## src/rtl/ir_cap_pkg.sv

```systemverilog
package ir_cap_pkg;

    localparam int ADDR_W   = 8;
    localparam int DATA_W   = 32;
    localparam int DUR_W    = 16;
    localparam int FREQ_W   = 7;
    localparam int UNIT_DIV = 10;

    localparam logic [ADDR_W-1:0] A_ENABLE = 8'h00;
    localparam logic [ADDR_W-1:0] A_CONFIG = 8'h04;
    localparam logic [ADDR_W-1:0] A_BUSY   = 8'h1C;
    localparam logic [ADDR_W-1:0] A_COUNT  = 8'h20;
    localparam logic [ADDR_W-1:0] A_POP    = 8'h24;
    localparam logic [ADDR_W-1:0] A_MASK   = 8'h28;
    localparam logic [ADDR_W-1:0] A_STATUS = 8'h2C;
    localparam logic [ADDR_W-1:0] A_CLEAR  = 8'h30;
    localparam logic [ADDR_W-1:0] A_START  = 8'h34;

    // one captured symbol, space in the upper half
    typedef struct packed {
        logic [DUR_W-1:0] space;
        logic [DUR_W-1:0] pulse;
    } sym_word_t;

    // configuration word, field positions are software visible
    typedef struct packed {
        logic [15:0]       max_width;
        logic [1:0]        fmt;
        logic [5:0]        level;
        logic              raw;
        logic [FREQ_W-1:0] freq;
    } cfg_t;

    typedef enum logic [1:0] {
        PH_IDLE  = 2'd0,
        PH_PULSE = 2'd1,
        PH_SPACE = 2'd2
    } phase_t;

    // status vector, bit 0 received, bit 1 timeout, bit 2 overflow
    typedef struct packed {
        logic ovf;
        logic tmo;
        logic rcv;
    } irq_vec_t;

    function automatic logic [DUR_W-1:0] sat_inc(input logic [DUR_W-1:0] v);
        return (v == {DUR_W{1'b1}}) ? v : v + 1'b1;
    endfunction

endpackage

```

## src/rtl/ir_tick_gen.sv

```systemverilog
module ir_tick_gen #(
    parameter int FREQ_W   = 7,
    parameter int UNIT_DIV = 10,
    localparam int DIV_W   = $clog2(UNIT_DIV)
) (
    input  logic              clk,
    input  logic              rst,
    input  logic              adv,
    input  logic              active,
    input  logic              restart,
    input  logic [FREQ_W-1:0] freq,
    output logic              unit_tick
);
    logic [FREQ_W-1:0] pre_q;
    logic [DIV_W-1:0]  div_q;
    logic              us_tick;

    assign us_tick   = (pre_q >= freq);
    assign unit_tick = active && us_tick && (div_q == DIV_W'(UNIT_DIV - 1));

    always_ff @(posedge clk) begin
        if (rst) begin
            pre_q <= '0;
            div_q <= '0;
        end else if (adv) begin
            if (!active || restart) begin
                pre_q <= '0;
                div_q <= '0;
            end else if (us_tick) begin
                pre_q <= '0;
                div_q <= (div_q == DIV_W'(UNIT_DIV - 1)) ? '0 : div_q + 1'b1;
            end else begin
                pre_q <= pre_q + 1'b1;
            end
        end
    end


    div_range_chk: assert property (@(posedge clk) disable iff (rst)
        div_q < DIV_W'(UNIT_DIV));

endmodule

```

## src/rtl/ir_symbol_meter.sv

```systemverilog
module ir_symbol_meter
    import ir_cap_pkg::*;
#(
    parameter int FREQ_W   = 7,
    parameter int UNIT_DIV = 10
) (
    input  logic              clk,
    input  logic              rst,
    input  logic              adv,
    input  logic              run,
    input  logic              ir_in,
    input  logic [FREQ_W-1:0] freq,
    input  logic [15:0]       max_width,
    output logic              push,
    output sym_word_t         word,
    output logic              tmo_evt
);
    logic [1:0]       sync_q;
    logic             lvl_d;
    logic             line, fall, rise;
    phase_t           phase_q, phase_d;
    logic [DUR_W-1:0] pulse_q, space_q, pulse_n, space_n, pulse_d, space_d;
    logic [DUR_W:0]   sum;
    logic             hit, tick;

    always_ff @(posedge clk) begin
        if (rst) begin
            sync_q <= 2'b11;
            lvl_d  <= 1'b1;
        end else if (adv) begin
            sync_q <= {sync_q[0], ir_in};
            lvl_d  <= sync_q[1];
        end
    end

    assign line = sync_q[1];
    assign fall = lvl_d & ~line;
    assign rise = ~lvl_d & line;

    ir_tick_gen #(.FREQ_W(FREQ_W), .UNIT_DIV(UNIT_DIV)) u_tick (
        .clk       (clk),
        .rst       (rst),
        .adv       (adv),
        .active    (phase_q != PH_IDLE),
        .restart   ((phase_q == PH_SPACE) && fall),
        .freq      (freq),
        .unit_tick (tick)
    );

    assign pulse_n = (phase_q == PH_PULSE && tick) ? sat_inc(pulse_q) : pulse_q;
    assign space_n = (phase_q == PH_SPACE && tick) ? sat_inc(space_q) : space_q;
    assign sum     = {1'b0, pulse_n} + {1'b0, space_n};
    assign hit     = sum >= {1'b0, max_width};

    always_comb begin
        phase_d = phase_q;
        pulse_d = pulse_n;
        space_d = space_n;
        push    = 1'b0;
        tmo_evt = 1'b0;
        word    = '{space: space_n, pulse: pulse_n};
        case (phase_q)
            PH_IDLE: begin
                pulse_d = '0;
                space_d = '0;
                if (run && fall) phase_d = PH_PULSE;
            end
            PH_PULSE: begin
                if (hit) begin
                    push    = 1'b1;
                    tmo_evt = 1'b1;
                    phase_d = PH_IDLE;
                end else if (rise) begin
                    phase_d = PH_SPACE;
                end
            end
            PH_SPACE: begin
                if (fall) begin
                    push    = 1'b1;
                    phase_d = PH_PULSE;
                    pulse_d = '0;
                    space_d = '0;
                end else if (hit) begin
                    push    = 1'b1;
                    tmo_evt = 1'b1;
                    phase_d = PH_IDLE;
                end
            end
            default: phase_d = PH_IDLE;
        endcase
        if (!run) begin
            phase_d = PH_IDLE;
            pulse_d = '0;
            space_d = '0;
            push    = 1'b0;
            tmo_evt = 1'b0;
        end
        if (!adv) begin
            push    = 1'b0;
            tmo_evt = 1'b0;
        end
    end

    always_ff @(posedge clk) begin
        if (rst) begin
            phase_q <= PH_IDLE;
            pulse_q <= '0;
            space_q <= '0;
        end else if (adv) begin
            phase_q <= phase_d;
            pulse_q <= pulse_d;
            space_q <= space_d;
        end
    end


    pulse_no_space_chk: assert property (@(posedge clk) disable iff (rst)
        (phase_q == PH_PULSE) |-> (space_q == '0));


    tmo_to_idle_chk: assert property (@(posedge clk) disable iff (rst)
        tmo_evt |=> (phase_q == PH_IDLE));

endmodule

```

## src/rtl/ir_rx_fifo.sv

```systemverilog
module ir_rx_fifo #(
    parameter int DEPTH = 16,
    parameter int W     = 32,
    localparam int AW   = (DEPTH > 1) ? $clog2(DEPTH) : 1,
    localparam int CW   = $clog2(DEPTH + 1)
) (
    input  logic          clk,
    input  logic          rst,
    input  logic          push,
    input  logic [W-1:0]  din,
    input  logic          pop,
    output logic [W-1:0]  dout,
    output logic [CW-1:0] count,
    output logic          empty,
    output logic          drop
);
    logic [W-1:0]  mem [DEPTH];
    logic [AW-1:0] wr_q, rd_q;
    logic [CW-1:0] cnt_q;
    logic          full, do_push, do_pop;

    assign full    = (cnt_q == CW'(DEPTH));
    assign empty   = (cnt_q == '0);
    assign do_pop  = pop && !empty;
    assign do_push = push && (!full || do_pop);
    assign drop    = push && !do_push;
    assign dout    = mem[rd_q];
    assign count   = cnt_q;

    function automatic logic [AW-1:0] nxt(input logic [AW-1:0] p);
        return (p == AW'(DEPTH - 1)) ? '0 : p + 1'b1;
    endfunction

    always_ff @(posedge clk) begin
        if (do_push) mem[wr_q] <= din;
    end

    always_ff @(posedge clk) begin
        if (rst) begin
            wr_q  <= '0;
            rd_q  <= '0;
            cnt_q <= '0;
        end else begin
            if (do_push) wr_q <= nxt(wr_q);
            if (do_pop)  rd_q <= nxt(rd_q);
            if (do_push && !do_pop)      cnt_q <= cnt_q + 1'b1;
            else if (do_pop && !do_push) cnt_q <= cnt_q - 1'b1;
        end
    end


    fifo_bound_chk: assert property (@(posedge clk) disable iff (rst)
        cnt_q <= CW'(DEPTH));


    drop_keeps_chk: assert property (@(posedge clk) disable iff (rst)
        (drop && !pop) |=> $stable(cnt_q));

endmodule

```

## src/rtl/ir_capture_top.sv

```systemverilog
module ir_capture_top
    import ir_cap_pkg::*;
#(
    parameter int          DEPTH    = 16,
    parameter int          SETTLE   = 8,
    parameter logic [6:0]  FREQ_RST = 7'd0,
    localparam int         CNT_W    = $clog2(DEPTH + 1),
    localparam int         BUSY_W   = $clog2(SETTLE + 1)
) (
    input  logic        clk,
    input  logic        rst,
    input  logic        clk_en,
    input  logic        bus_wr,
    input  logic        bus_rd,
    input  logic [7:0]  bus_addr,
    input  logic [31:0] bus_wdata,
    output logic [31:0] bus_rdata,
    input  logic        ir_rx,
    output logic        irq
);
    localparam cfg_t CFG_RST = '{max_width: 16'h3E80, fmt: 2'd0, level: 6'd0,
                                 raw: 1'b1, freq: FREQ_RST};

    logic              en_q, run_q;
    logic [BUSY_W-1:0] busy_q;
    logic              busy;
    cfg_t              cfg_q;
    logic [2:0]        mask_q;
    irq_vec_t          st_q, st_d;
    logic              m_push, m_tmo, f_pop, f_empty, f_drop;
    sym_word_t         m_word;
    logic [31:0]       f_dout;
    logic [CNT_W-1:0]  f_cnt;
    logic              wr_en_r, wr_cfg, wr_start, wr_mask, wr_clr;

    assign busy     = (busy_q != '0);
    assign wr_en_r  = clk_en && bus_wr && (bus_addr == A_ENABLE);
    assign wr_cfg   = clk_en && bus_wr && (bus_addr == A_CONFIG);
    assign wr_start = clk_en && bus_wr && (bus_addr == A_START);
    assign wr_mask  = clk_en && bus_wr && (bus_addr == A_MASK);
    assign wr_clr   = clk_en && bus_wr && (bus_addr == A_CLEAR);
    assign f_pop    = clk_en && bus_rd && (bus_addr == A_POP);

    ir_symbol_meter #(.FREQ_W(FREQ_W), .UNIT_DIV(UNIT_DIV)) u_meter (
        .clk       (clk),
        .rst       (rst),
        .adv       (clk_en),
        .run       (run_q && en_q),
        .ir_in     (ir_rx),
        .freq      (cfg_q.freq),
        .max_width (cfg_q.max_width),
        .push      (m_push),
        .word      (m_word),
        .tmo_evt   (m_tmo)
    );

    ir_rx_fifo #(.DEPTH(DEPTH), .W(32)) u_fifo (
        .clk   (clk),
        .rst   (rst),
        .push  (m_push),
        .din   (m_word),
        .pop   (f_pop),
        .dout  (f_dout),
        .count (f_cnt),
        .empty (f_empty),
        .drop  (f_drop)
    );

    always_comb begin
        st_d = st_q;
        if (wr_clr) st_d = st_q & ~irq_vec_t'(bus_wdata[18:16]);
        if (clk_en && (int'(f_cnt) >= int'(cfg_q.level) + 1)) st_d.rcv = 1'b1;
        if (m_tmo)  st_d.tmo = 1'b1;
        if (f_drop) st_d.ovf = 1'b1;
    end

    always_ff @(posedge clk) begin
        if (rst) begin
            en_q   <= 1'b0;
            run_q  <= 1'b0;
            busy_q <= '0;
            cfg_q  <= CFG_RST;
            mask_q <= 3'b111;
            st_q   <= '0;
        end else if (clk_en) begin
            st_q <= st_d;
            if (busy) busy_q <= busy_q - 1'b1;
            if (wr_en_r) begin
                en_q <= bus_wdata[0];
                if (bus_wdata[0] && !en_q) busy_q <= BUSY_W'(SETTLE);
                if (!bus_wdata[0]) run_q <= 1'b0;
            end
            if (wr_cfg && !busy) cfg_q <= cfg_t'(bus_wdata);
            if (wr_start && en_q && !busy) run_q <= 1'b1;
            if (wr_mask) mask_q <= bus_wdata[2:0];
        end
    end

    assign irq = |(st_q & ~mask_q);

    always_comb begin
        bus_rdata = '0;
        if (bus_rd) begin
            case (bus_addr)
                A_ENABLE: bus_rdata = {31'd0, en_q};
                A_CONFIG: bus_rdata = cfg_q;
                A_BUSY:   bus_rdata = {31'd0, busy};
                A_COUNT:  bus_rdata = 32'(f_cnt);
                A_POP:    bus_rdata = f_empty ? 32'd0 : f_dout;
                A_MASK:   bus_rdata = {29'd0, mask_q};
                A_STATUS: bus_rdata = (32'(st_q & ~mask_q) << 24) | (32'(st_q) << 8);
                default:  bus_rdata = '0;
            endcase
        end
    end


    busy_cfg_chk: assert property (@(posedge clk) disable iff (rst)
        (busy && wr_cfg) |=> $stable(cfg_q));


    clear_tmo_chk: assert property (@(posedge clk) disable iff (rst)
        (wr_clr && bus_wdata[17] && !m_tmo) |=> !st_q.tmo);

endmodule

```

## config.mk

```make
export PLATFORM = sky130hd
export DESIGN_NAME = ir_capture_top
export DESIGN_NICKNAME = d
export VERILOG_FILES = /design/src/rtl/ir_cap_pkg.sv /design/src/rtl/ir_tick_gen.sv /design/src/rtl/ir_symbol_meter.sv /design/src/rtl/ir_rx_fifo.sv /design/src/rtl/ir_capture_top.sv
export SDC_FILE = /design/constraint.sdc
export NUM_CORES = 1
export LEC_CHECK = 0
export BUFFER_PORTS_ARGS = -buffer_cell sky130_fd_sc_hd__buf_2
export CAP_MARGIN = 30
export CORE_UTILIZATION = 30
export DETAILED_ROUTE_END_ITERATION = 7
export HOLD_SLACK_MARGIN = 0.06
export PLACE_DENSITY = 0.44
export SETUP_SLACK_MARGIN = 0.02
export SLEW_MARGIN = 10
export SYNTH_ARGS = -nofsm -noshare
export SYNTH_HDL_FRONTEND = slang
export SYNTH_SLANG_ARGS = --single-unit
export TNS_END_PERCENT = 10
```

## constraint.sdc

```tcl
create_clock -name clk -period 10.8 [get_ports clk]
set_clock_uncertainty 0.1 [all_clocks]
set_input_delay 0.54 -clock clk [delete_from_list [all_inputs] [get_ports clk]]
set_output_delay 0.54 -clock clk [all_outputs]
set_load 0.05 [all_outputs]
```

After elaboration in Yosys (flattened, before gate mapping)
Memories as Yosys holds them, arrays and structs flattened. A register that Yosys moved wholly into a read port is not among the register bits.
Cells that the tools add are included.
Widths: inputs -> output; s select.
Word-level totals
  logic and storage cells: 175
  register bits after elaboration: 105
  input bits: 46
  memory bits (writable): 512
  memories: 1
  output and inout bits: 33
Memory list
  u_fifo.mem: words 16, width 32, rd ports 1, clocked after Yosys merged registers in 1, wr ports 1, line ir_rx_fifo.sv:17  | logic [W-1:0] mem [DEPTH];
Operators by class
  mux-type cells: 52
  add/sub/neg operators: 11
  reductions and logical operators: 55
  bitwise operators: 11
  $lt $le $gt $ge: 3
  equality and inequality tests: 20
Operators by type and width (number)
  $pmux 32 s7: 1
  $mux 16: 8
  $mux 32: 2
  $pmux 16 s2: 2
  $eq 8x6->1 const B: 6
  $mux 4: 10
  $add 16x1->16 const B: 2
  $eq 16x16->1 const B: 2
  $or 32x11->32: 1
  $logic_and 1x1->1: 25
  $add 16x16->17: 1
  $ge 17x16->1: 1
  $mux 1: 15
  $mux 7: 2
  $reduce_and 2->1: 7
  $reduce_bool 2->1: 7
  $add 4x1->4 const B: 3
  $eq 4x4->1 const B: 3
  $mux 2: 6
  $mux 5: 2
  $and 3x8->8: 1
  $eq 8x3->1 const B: 1
  $eq 8x5->1 const B: 1
  $logic_not 8->1: 1
  29 further kinds: 42

Longest topological paths before layout
  depth after elaboration: 17
  mapped depth: 40
  gate-level depth less buffers: 39

Hierarchy
A second synthesis with hierarchy kept.
Unflattened totals
  cells, all modules: 1817
  area, all modules: 27166.1 um^2
Modules (own cells, without submodules)
  ir_rx_fifo: area an instance 20093.0 um^2, instances 1, cells each 902, sequential area each 15715.1 um^2
  ir_symbol_meter: area an instance 3661.0 um^2, instances 1, cells each 463, sequential area each 740.7 um^2
  ir_capture_top: area an instance 2670.1 um^2, instances 1, cells each 363, sequential area each 880.8 um^2
  ir_tick_gen: area an instance 742.0 um^2, instances 1, cells each 89, sequential area each 220.2 um^2

Worst setup path before layout
No wires, ideal clock.
  path type: flip-flop to flip-flop
  start: reg u_meter.u_tick.pre_q[0]
  end: mem u_fifo.mem[0][0] (enable)
  library setup time: 0.513 ns
  cell stages (with the launch flop): 32
  arrival time: 9.420 ns
  setup slack: 0.768 ns
  clock period less this slack: 10.032 ns
  cells stage by stage: dfxtp_1 -> inv_1 -> ha_1 -> nor2b_1 -> o21ai_0 -> a21oi_1 -> or2_2 -> clkbuf_1 -> nor3_1 -> xor2_1 -> ha_1 -> inv_1 -> fa_1 -> inv_1 -> a21o_1 -> a211oi_1 -> nor3_1 -> o31ai_2 -> o211ai_4 -> or2b_1 -> nand2_1 -> a31oi_1 -> xnor2_1 -> ha_1 -> a21oi_1 -> nor2b_1 -> a2111oi_0 -> o211ai_1 -> a221oi_2 -> o2bb2ai_2 -> o21ai_4 -> nor4b_1
RTL lines
  start, declared: line ir_tick_gen.sv:14  | logic [FREQ_W-1:0] pre_q;
  start signal, assigned: line ir_tick_gen.sv:33  | pre_q <= pre_q + 1'b1;
  end, declared: line ir_rx_fifo.sv:17

==> reports/metrics.sh <==
FINAL_NON_FILLER_CELL_AREA_UM2=31660
OUTCOME='completed'
CORE_REGION_AREA_UM2=88920
FIRST_PASS_GRT_WIRE_LENGTH_UM=115600
YOSYS.AREA.TOP_TYPE_SHARE_PCT=56.67
CPMAXSTAGEDELAYCELL='fa_1'
FINALHOLDVIOLCOUNT=0
CRITICAL_PATH.MOST_COMMON_CELL='ha_1'
GRT_UTIL_ALL_LAYERS_PCT=17.63
TOTALNEGATIVESETUPSLACK_NS=0
FMAX_MHz=112.3
CTS_REPAIR_RESIZED_INSTS=0
ASYNCSETRESETFLOPFRACSYNTH_PCT=0
POST_CTS_BUFFERS=0
POST_SYNTH.CELL_AREA_AVG_UM2=14.88
SETUP_REPAIR_AFTER_GLOBAL_ROUTING_MISSED_ITS_MARGIN='no'
CRITICAL_PATH.N_BUFFERS_INVERTERS=8
FINALSETUPVIOLCOUNT=0
ROUTED_WIRE_PER_STD_CELL_UM=25.50
TIMING.FINAL.CRIT_PERIOD_NS=8.904
WORST_PATH_DOMINANT_CELL_FAMILY='compound AO/OA/AOI/OAI gates'
ANTENNA_FOUND_INITIAL=1
LEAKAGEPOWER_nW=11.70
CTS_TREE='built'
TIMING_WORST_SLEW_PIN_VALUE_NS=0.9200
DRIVE_ABOVE_1_SHARE_PCT=21.55
CLKTRANSATPATHREGS_NS=0.06
ROUTED_VIA_DENSITY=5.197
FINAL_COMMON_CELL='edfxtp_1'
CRITPATHMAXSTAGEDELAY_NS=0.45
CLOCK-ROOT-BUFFER='clkbuf_16'
WORST-PATH-MAX-FANOUT=17
POSTLAYOUTCOREUTIL_PCT=35.60
CTS-HTREE-LEVELS=3
YOSYS_MOST_USED_DFF='edfxtp_1'
GRT_START_MAX_NET_PINS=69
GRT_PASS1_VIAS=16440
NORMALIZED_MAX_SLEW_MARGIN_PCT=38.43
SYNTH_WARNINGS=0
SYNTH_ENABLE_FLOP_CELLS=512
MAXCAPVIOLCOUNT=0
CLOCK_LATENCY_NS=0.61
DRC_ERRORS=0
SLEW_VIOL_FINAL=0
DP.FINAL_HPWL_UM=47320
AREA.GROWTH.SYNTH_TO_FINAL_PCT=16.67
DIE_AREA_UM2=91650
CP-START-KIND='flip-flop'
POST_CTS_HOLD_BUFFER_COUNT=6
CLOCK-SINKS=621
SYNTH_AREA_UM2=27130
DIE-HEIGHT_UM=302.7
PLACEMENT.CELL_AREA_UM2=29240
YS_SEQ_ELEMENTS=621
ANTENNA_VIOL_NETS_FINAL=0
WORSTPATHREQUIRED_NS=11.23
IR_WORST_VDD_uV=165.5
NETLIST-CELL-TYPE-COUNT=86
END_KIND='flip-flop'
POST-ROUTE-PERIOD-UTIL_PCT=82.45
DETAILEDROUTE.FIRSTITERATIONVIOLATIONS=1271
LAYOUT.NETS=2056
SYNTH.TOP_CELLS.BY_AREA='edfxtp_1, mux4_2, dfxtp_1'
CLOCK_TREE.BUFFER_DEPTH=3
FILLERINSTANCES=8541
WORSTPATHARRIVAL_NS=9.33
SYN_NETS=1933
ROUTED-VIA-COUNT=16460
GRT_REMAINING_OVERFLOW=0
DIEWIDTH_UM=302.7
CRIT_TYPE='flip-flop to flip-flop'
ROWS=109
ROUTED_WIRE_LENGTH_UM=80770
IOPINCOUNT=79
SYNTH_CELLS=1823
DRT_PASS1_ITERATIONS=6
HP-CLASS='input pin to flip-flop'
LAYOUT_COMMON_CELLS='edfxtp_1, nand2_1, mux4_2'
PWR_DENSITY_CELL_nW_PER_UM2=159.8
CTS_MADE_BUFFERS=68
SYNTH_AREA_LEADER_CELL='edfxtp_1'
STARTING_DENSITY_OF_THE_CORE_PCT=30.51
SYNTH.YOSYS.SEQ_AREA_SHARE_PCT=64.71
GPL.FINAL_WEIGHTED_CONGESTION=0.8413
IO_BUFFERS=78
==> through the flow <==
step	total power, W	hold WS (ns)	instances	setup WS (ns)
after global placement	0.002673	0.3472	3032	2.152
after detailed placement	0.002675	0.3553	3033	2.002
final	0.005058	0.09285	3167	1.896
after global routing	0.005213	0.08471	3165	1.278
after CTS	0.005116	0.06088	3163	1.976
after floorplan	0.002651	0.3368	1823	0.7677
==> tightest hold or removal path, cell delays in order <==
cell     delay, ns
buf_2         0.10
nand2_1       0.05
a21oi_1       0.05
==> flip-flops by register name, summed over array words and instances, names as in the netlist, 5 cells and up, named ones only <==
signal,count
u_fifo.mem,512
cfg_q,32
u_meter.pulse_q,16
u_meter.space_q,16
u_meter.u_tick.pre_q,7
u_fifo.count,5
==> synth_stat cells, types with 3 or more instances <==
cell / n
nand2_1: 140
nor2b_1: 35
nand4_1: 19
nor2_1: 127
ha_1: 62
nor4_2: 5
a22oi_1: 52
nor4b_1: 3
or3_1: 5
xor2_1: 27
xnor2_1: 32
mux4_2: 128
nor3_1: 21
o21ai_0: 20
buf_1: 21
nand3_1: 30
a211oi_1: 30
buf_2: 5
dfxtp_1: 109
clkbuf_1: 68
nor4_1: 14
or4_1: 6
a222oi_1: 6
and4_1: 4
or2_2: 3
and3_1: 10
nand3b_1: 3
a21o_1: 16
inv_1: 54
edfxtp_1: 512
o31ai_1: 4
mux2i_1: 47
o211ai_1: 19
mux2_2: 9
a31oi_1: 5
a21oi_1: 104
nand2b_1: 7
==> layer usage <==
| layer | up-vias | part of all wire, % | track usage, % | wire, um |
|---|---|---|---|---|
| li1 | 7355 | - | - | - |
| met1 | 8610 | 47 | 25.37 | 38020 |
| met2 | 385 | 46 | 27.56 | 37210 |
| met3 | 110 | 4.3 | 2.485 | 3455 |
| met4 | 0 | 2.6 | 5.264 | 2074 |
| met5 | - | 0 | 0 | 0 |
==> cell families after synthesis <==
logic type | Yosys count | share of synthesized area [%]
buf+inv | 153 | 2.181
mux | 184 | 12.73
xor+xnor | 59 | 1.905
compound gates | 290 | 7.309
fa+ha+maj | 64 | 3.007
simple gates | 452 | 8.158
flops | 621 | 64.71
==> where the power goes <==
part           internal, W  switching, W
Sequential         0.00256    0.00000487
Combinational    0.0000235     0.0000393
Clock              0.00147      0.000964
Total              0.00405       0.00101
==> final timing paths <==
path	from	to	slack (ns)	cells past startpoint
setup / recovery	cfg_q[2]$_SDFFE_PP0P_	u_fifo.count[4]$_SDFFE_PP0P_	1.90	41
hold / removal	bus_wdata[11]	cfg_q[11]$_SDFFE_PP0P_	0.09	3
setup reg to reg	cfg_q[2]$_SDFFE_PP0P_	u_fifo.count[4]$_SDFFE_PP0P_	1.90	41
hold reg to reg	cfg_q[14]$_SDFFE_PP0P_	cfg_q[14]$_SDFFE_PP0P_	0.36	2
==> final cells by class <==
type                            instances  area (um2)  share of cell area [%]
Inverter                               57       214.0                  0.6759
Clock inverter                         42       505.5                   1.597
Clock buffer                           82        1817                   5.739
Multi-Input combinational cell       1049        9123                   28.82
Sequential cell                       621       17570                   55.51
Antenna cell                            2       5.005                 0.01581
Timing Repair Buffer                  149       962.2                   3.040
Tap cell                             1165        1458                   4.605
No activity file was read; power rests on OpenSTA's default activity.
